### config.mk
export PLATFORM = sky130hd
export DESIGN_NAME = i2c_tgt_rx_ack
export DESIGN_NICKNAME = d
export VERILOG_FILES = /design/src/rtl/i2c_tgt_rx_ack.sv
export SDC_FILE = /design/constraint.sdc
export NUM_CORES = 1
export LEC_CHECK = 0
export ABC_AREA = 1
export BUFFER_PORTS_ARGS = -buffer_cell sky130_fd_sc_hd__buf_2
export CORE_MARGIN = 8
export CORE_UTILIZATION = 50
export DETAILED_ROUTE_END_ITERATION = 10
export GPL_TIMING_DRIVEN = 0
export PLACE_DENSITY_LB_ADDON = 0.08
export SLEW_MARGIN = 0
export SYNTH_ARGS = -nofsm -noshare
export SYNTH_HDL_FRONTEND = slang
export SYNTH_SLANG_ARGS = --single-unit
### constraint.sdc
create_clock -name clk -period 2.1 [get_ports clk]
set_input_delay 0.42 -clock clk [delete_from_list [all_inputs] [get_ports clk]]
set_output_delay 0.42 -clock clk [all_outputs]
set_load 0.01 [all_outputs]
### src/rtl/i2c_tgt_rx_ack.sv
module i2c_tgt_rx_ack #(
  parameter int CNT_W  = 8,
  parameter int DATA_W = 8,
  parameter int EDGE_W = 4
) (
  input  logic              clk,
  input  logic              rst_n,
  input  logic              start,
  input  logic              fall,
  input  logic [EDGE_W-1:0] edge_num,
  input  logic [DATA_W-1:0] rx_byte,
  input  logic              stop_det,
  input  logic              restart_det,
  input  logic              rd_buf,
  input  logic              clr_buf,
  input  logic              cnt_wr,
  input  logic [CNT_W-1:0]  cnt_load,
  input  logic              ack_data,
  input  logic              ack_eoc,
  input  logic              wr_hold_en,
  input  logic              ack_hold_en,
  input  logic              stretch_dis,
  input  logic              stretch_clr,
  input  logic              ackt_clr,
  input  logic              nack_clr,
  input  logic              stop_clr,
  output logic              active,
  output logic              sda_ack,
  output logic              scl_hold,
  output logic              stretch,
  output logic [DATA_W-1:0] rx_buf,
  output logic              rx_full,
  output logic              ovf,
  output logic              nack_flag,
  output logic              ackt_flag,
  output logic              stop_flag,
  output logic              irq,
  output logic [CNT_W-1:0]  byte_cnt,
  output logic              addr_restart
);

  localparam logic [EDGE_W-1:0] EDGE_SEVEN = EDGE_W'(7);
  localparam logic [EDGE_W-1:0] EDGE_EIGHT = EDGE_W'(8);
  localparam logic [EDGE_W-1:0] EDGE_NINE  = EDGE_W'(9);
  localparam logic [CNT_W-1:0]  CNT_ZERO   = '0;

  typedef enum logic [1:0] {ST_IDLE, ST_RECV, ST_ACK, ST_WSTOP} phase_t;

  phase_t phase;
  logic   buf_wait;
  logic   hold_nine;

  logic at7, at8, at9, ack_lvl, bus_end, buf_rd, set9_hold;

  assign at7     = fall && edge_num == EDGE_SEVEN && phase == ST_RECV;
  assign at8     = fall && edge_num == EDGE_EIGHT && phase == ST_RECV;
  assign at9     = fall && edge_num == EDGE_NINE  && phase == ST_ACK;
  assign ack_lvl = ovf ? 1'b1 : (byte_cnt == CNT_ZERO ? ack_eoc : ack_data);
  assign bus_end = (stop_det || restart_det) && phase != ST_IDLE;
  assign buf_rd  = rd_buf || clr_buf;
  assign set9_hold = at9 && ack_hold_en && !ack_lvl && !stretch_dis;

  assign active   = phase != ST_IDLE;
  assign sda_ack  = (phase == ST_ACK) ? ack_lvl : 1'b1;
  assign scl_hold = !stretch_dis && (stretch || hold_nine);
  assign irq      = ackt_flag && ack_hold_en;

  always_ff @(posedge clk or negedge rst_n) begin
    if (!rst_n) begin
      phase <= ST_IDLE;
    end else if (bus_end) begin
      phase <= ST_IDLE;
    end else begin
      case (phase)
        ST_IDLE:  if (start) phase <= ST_RECV;
        ST_RECV:  if (at8) phase <= ST_ACK;
        ST_ACK:   if (at9) phase <= ack_lvl ? ST_WSTOP : ST_RECV;
        default:  phase <= ST_WSTOP;
      endcase
    end
  end

  always_ff @(posedge clk or negedge rst_n) begin
    if (!rst_n) begin
      rx_buf  <= '0;
      rx_full <= 1'b0;
      ovf     <= 1'b0;
    end else begin
      if (at8 && !rx_full) begin
        rx_buf  <= rx_byte;
        rx_full <= 1'b1;
      end else if (buf_rd) begin
        rx_full <= 1'b0;
      end
      if (at8 && rx_full) ovf <= 1'b1;
      else if (clr_buf)   ovf <= 1'b0;
    end
  end

  always_ff @(posedge clk or negedge rst_n) begin
    if (!rst_n)                          byte_cnt <= '0;
    else if (cnt_wr)                     byte_cnt <= cnt_load;
    else if (at8 && byte_cnt != CNT_ZERO) byte_cnt <= byte_cnt - 1'b1;
  end

  always_ff @(posedge clk or negedge rst_n) begin
    if (!rst_n) begin
      stretch   <= 1'b0;
      buf_wait  <= 1'b0;
      hold_nine <= 1'b0;
    end else begin
      if ((at7 && rx_full && !buf_rd) || (at8 && wr_hold_en && !stretch_dis) || set9_hold)
        stretch <= 1'b1;
      else if (stretch_clr || (buf_wait && !rx_full))
        stretch <= 1'b0;

      if (at7 && rx_full && !buf_rd)  buf_wait <= 1'b1;
      else if (!rx_full || bus_end)   buf_wait <= 1'b0;

      if (set9_hold)                                  hold_nine <= 1'b1;
      else if ((!stretch && !ackt_flag) || bus_end)   hold_nine <= 1'b0;
    end
  end

  always_ff @(posedge clk or negedge rst_n) begin
    if (!rst_n) begin
      ackt_flag    <= 1'b0;
      nack_flag    <= 1'b0;
      stop_flag    <= 1'b0;
      addr_restart <= 1'b0;
    end else begin
      if (at9)          ackt_flag <= 1'b1;
      else if (ackt_clr) ackt_flag <= 1'b0;

      if (at9 && ovf)    nack_flag <= 1'b1;
      else if (nack_clr) nack_flag <= 1'b0;

      if (stop_det && !restart_det && phase != ST_IDLE) stop_flag <= 1'b1;
      else if (stop_clr)                                stop_flag <= 1'b0;

      addr_restart <= restart_det && phase != ST_IDLE;
    end
  end

endmodule

# After elaboration in Yosys (flattened, before gate mapping)

Index checks and enable logic that the tools add are counted.
Widths: inputs -> output; s select.

Word-level logic and storage cells: 102
Register bits after elaboration: 27
Bits in writable memories: 0
Latch bits: 0
Memories kept: 0
Bits in read-only memories: 0
Bits of input ports: 38

Divide/modulo/power cells: 0
Bitwise gates (word level): 0
Shift operators: 0
$lt $le $gt $ge: 0
Reduce and logical (&&, ||, !) cells: 54
Add/subtract/negate cells: 1
Eq/ne operators: 8
Mux-type cells: 27
Multipliers: 0

Operators with widths:

| operator            | count |
|---|---|
| $logic_and 1x1->1   | 25 |
| $reduce_bool 2->1   | 10 |
| $mux 1              | 19 |
| $mux 8              | 2 |
| $mux 2              | 5 |
| $ne 3x3->1 const B  | 3 |
| $eq 4x4->1 const B  | 2 |
| $logic_not 8->1     | 1 |
| $logic_or 1x1->1    | 8 |
| $reduce_bool 8->1   | 1 |
| $sub 8x1->8 const B | 1 |
| $logic_not 1->1     | 7 |
| $pmux 2 s3          | 1 |
| $eq 4x3->1 const B  | 1 |
| $reduce_and 3->1    | 1 |
| $eq 2x1->1 const B  | 1 |
| $eq 2x2->1 const B  | 1 |
| $logic_not 2->1     | 1 |

# Longest topological paths before layout

Depth after elaboration: 8
Gate-level depth with buffers: 10
Mapped depth without buffers: 10

# Worst setup path after synthesis

OpenSTA, ideal clock, no wires.

Kind: register to output
Start point: register byte_cnt[0]
End point: output sda_ack
Setup slack: 0.499 ns
Buffers on the path: 0
Stages on the path, launching flop included: 8
Arrival: 1.181 ns
Required time: 1.680 ns
Cells stage by stage: dfrtp_1 > inv_1 > ha_1 > nand3_1 > nor2_1 > nor2_1 > nor2_1 > nand2_1

Cells in the longest elaborated chain, start to end: 4

Ends and longest elaborated chain:

| what                   | line | text |
|---|---|---|
| from (decl)            | 38   | `output logic [CNT_W-1:0] byte_cnt,` |
| from (signal assigned) | 102  | `else if (cnt_wr) byte_cnt <= cnt_load;` |
| from (signal assigned) | 103  | `else if (at8 && byte_cnt != CNT_ZERO) byte_cnt <= byte_cnt - 1'b1;` |
| $logic_not 8->1        | 58   | `assign ack_lvl = ovf ? 1'b1 : (byte_cnt == CNT_ZERO ? ack_eoc : ack_data);` |
| $mux 1 (2 in a row)    | 58   |  |
| $mux 1                 | 64   | `assign sda_ack = (phase == ST_ACK) ? ack_lvl : 1'b1;` |
| to (decl)              | 28   | `output logic sda_ack,` |

No other way between the ends.

# Worst setup path after layout

Start point: register byte_cnt[3]
End point: output sda_ack

The elaborated chain is that of the path after synthesis.

==> run_results.csv <==
group,metric,value,unit
timing,finalHoldViolCount,0,
synthesis,synth_cell_types,25,
synthesis,async_flop_share,100.0,%
die,die_y,71.39,um
drt,wl_per_cell,12.72,um
cts,numCtsBuffers,3,
power_and_ir_drop,power.density,781.8,nW/um^2
worst_setup_path,crit_chain,"inv_1, nand2_1, nor2_2, nand3_1, nand2_1, nor2_2, nand2_1, buf_2",
synthesis,syn_inst,210,
die,start_util,51.51,%
drt,drc_errors,0,
placement,place_inst,306,
placement,port_buffers,63,
drt,ant_nets,0,
final_layout,post-route-util,66.89,%
synthesis,synth_area,1534,um^2
final_layout,num-nets-final,324,
final_layout,fin_cells,316,
worst_setup_path,path_common_cell,"nand2_1",
cts,h-tree-depth,1,
drt,dr_total_vias,1578,
cts,cts_sinks,27,
synthesis,seq_area_frac_synth,44.05,%
final_layout,insertedDiodeCount,0,
final_layout,ff_latch_area,676.9,um^2
global_route,gr-total-overflow,0,
worst_setup_path,crit_type,"reg2out",
drt,routed_wl,4018,um
run,cap_violations,0,
outcome,status,"finished, final reports clean",
final_layout,multi_input_area,743.2,um^2
drt,firstDrtPassIters,4,
worst_setup_path,worstPathRequired,1.68,ns
timing,worst_slack,0.1272,ns
cts,clk_latency,0.32,ns
timing,max_freq,506.9,MHz
worst_setup_path,end_kind,"output port",
global_route,grt_max_degree,28,
power_and_ir_drop,ir_worst_vdd,0.5079,mV
min_path,min_path_type,"in2async",
die,die_w,71.39,um
global_route,grt_pass1_wl,6644,um
worst_setup_path,r2r_slack,0.56,ns
synthesis,avgSynthCellArea,7.305,um^2
cts,ctsHoldBuffers,0,
die,die_area,5097,um^2
placement,place_congestion,0.8048,
cts,path_clk_slew,0.15,ns
cts,cts-root-buf,"clkbuf_4",
placement,pre_cts_ws,0.2685,ns
power_and_ir_drop,p_leak,1.146,nW
worst_setup_path,path_max_fanout,5,
worst_setup_path,arrival,1.55,ns
synthesis,post-synth-top-area-cell,"dfrtp_1",
worst_setup_path,cp-start-kind,"flop",
timing,fin_crit,1.973,ns
final_layout,reg_top3,"byte_cnt: 8 flops, rx_buf: 8 flops, phase: 2 flops",
synthesis,synthFlopType,"dfrtp_1",
placement,dpl.hpwl,3081,um
die,core,2978,um^2
global_route,antenna_found_initial,0,
cts,cts_tree,"built",
synthesis,synth-edff-count,0,
final_layout,final_cell_mix,"buf_2 (64), nand2_1 (57), inv_1 (29)",
final_layout,drive_gt1_share,32.86,%
timing,final_max_slew_viol_count,0,
die,rows,20,
timing,period_share,93.94,%
die,io_pins,65,
cts,clockBufferDepth,2,
worst_setup_path,max_stage_delay,0.47,ns
synthesis,ys_ff_latch,27,
synthesis,ys.warnings.count,0,
timing,tightest_slew,0.5984,ns
final_layout,syn2layout_area_growth,29.85,%
drt,dr.first_iter.drc_count,75,
timing,maxSlewHeadroom,60.11,%
synthesis,yosys-top-cells-area,"dfrtp_1 (44%), nand2_1 (14%), nand3_1 (9.1%)",
final_layout,final_common_cell,"buf_2",
timing,holdWs,0.06966,ns
final_layout,fillers,298,
worst_setup_path,slowest_stage,"dfrtp_2",
synthesis,synth_nets,250,
global_route,grtUsageTotal,15.67,%
timing,fin_skew,0.003364,ns
timing,finalSetupViolations,0,
drt,viasPerCell,4.994,
synthesis,synth_top_area_share,44.05,%
global_route,first_global_vias,1523,
[repair_timing]
action	CTS	global route
pin swaps	1	2
gates resized for setup	1	8
buffers inserted	2	4
endpoints found under the setup margin	1	1
[synthesized netlist by cell type (2+ instances only)]
cell	n
nand2_1	57
inv_1	31
nand3_1	28
dfrtp_1	27
nor2_1	23
o21ai_0	13
nand4_1	3
nor3_1	3
o21ai_1	3
or2_2	3
ha_1	2
nand2_2	2
nor2_4	2
o22ai_1	2
[per-layer routing]
metal	wire, um	vias up	track usage (%)
li1	-	813	-
met1	1848	720	18.93
met2	1844	43	26.02
met3	306	2	5.021
met4	19	0	4.157
met5	0	-	0
[stage by stage]
stage          power (mW)  cell area, um^2  setup TNS (ns)
2_1_floorplan       1.068             1534               0
3_3_place_gp        1.295             1891               0
3_5_place_dp        1.304             1891               0
4_1_cts             1.547             1938               0
5_1_grt             1.677             1992       -0.007980
6_report            1.557             1992               0
[path summary, 6_finish.rpt]
kind / startpoint / end / cells past startpoint
setup / recovery: byte_cnt[3]$_DFFE_PN0P_ / sda_ack / 8
hold / removal: rst_n / addr_restart$_DFF_PN0_ / 1
setup reg to reg: byte_cnt[3]$_DFFE_PN0P_ / hold_nine$_DFFE_PN0P_ / 10
hold reg to reg: rx_buf[0]$_DFFE_PN0P_ / rx_buf[0]$_DFFE_PN0P_ / 2
max in group asynchronous: rst_n / byte_cnt[3]$_DFFE_PN0P_ / 1
min in group clk: ackt_clr / ackt_flag$_DFFE_PN0P_ / 2
[final cells by class]
class,instances,area share (%)
Sequential cell,27,33.98
Timing Repair Buffer,69,18.09
Tap cell,33,2.073
Clock inverter,1,0.3769
Clock buffer,3,1.131
Multi-Input combinational cell,148,37.31
Inverter,32,6.030
Buffer,3,1.005
[where the power goes]
group / switching [mW] / leakage (nW) / total (mW) / internal [mW]
Clock: 0.160 / 0.0139 / 0.232 / 0.0728
Combinational: 0.373 / 0.780 / 0.618 / 0.245
Sequential: 0.0724 / 0.351 / 0.707 / 0.634
Total: 0.605 / 1.15 / 1.56 / 0.952
[worst max-delay path: cells and delay by family, from the launching register on]
family | cells | cell delay, ns
and+or+nand+nor | 6 | 0.52
buffers and inverters | 2 | 0.24
DFF | 1 | 0.47
[logic make-up (layout without fill, tap and decap cells)]
group	Yosys count	count (layout)	synth area share, %
fa+ha+maj	2	2	1.631
buf+inv	35	108	9.134
flops	27	27	44.05
compound gates	21	21	7.423
simple gates	125	125	37.77
No activity file was read; power rests on OpenSTA's default activity.
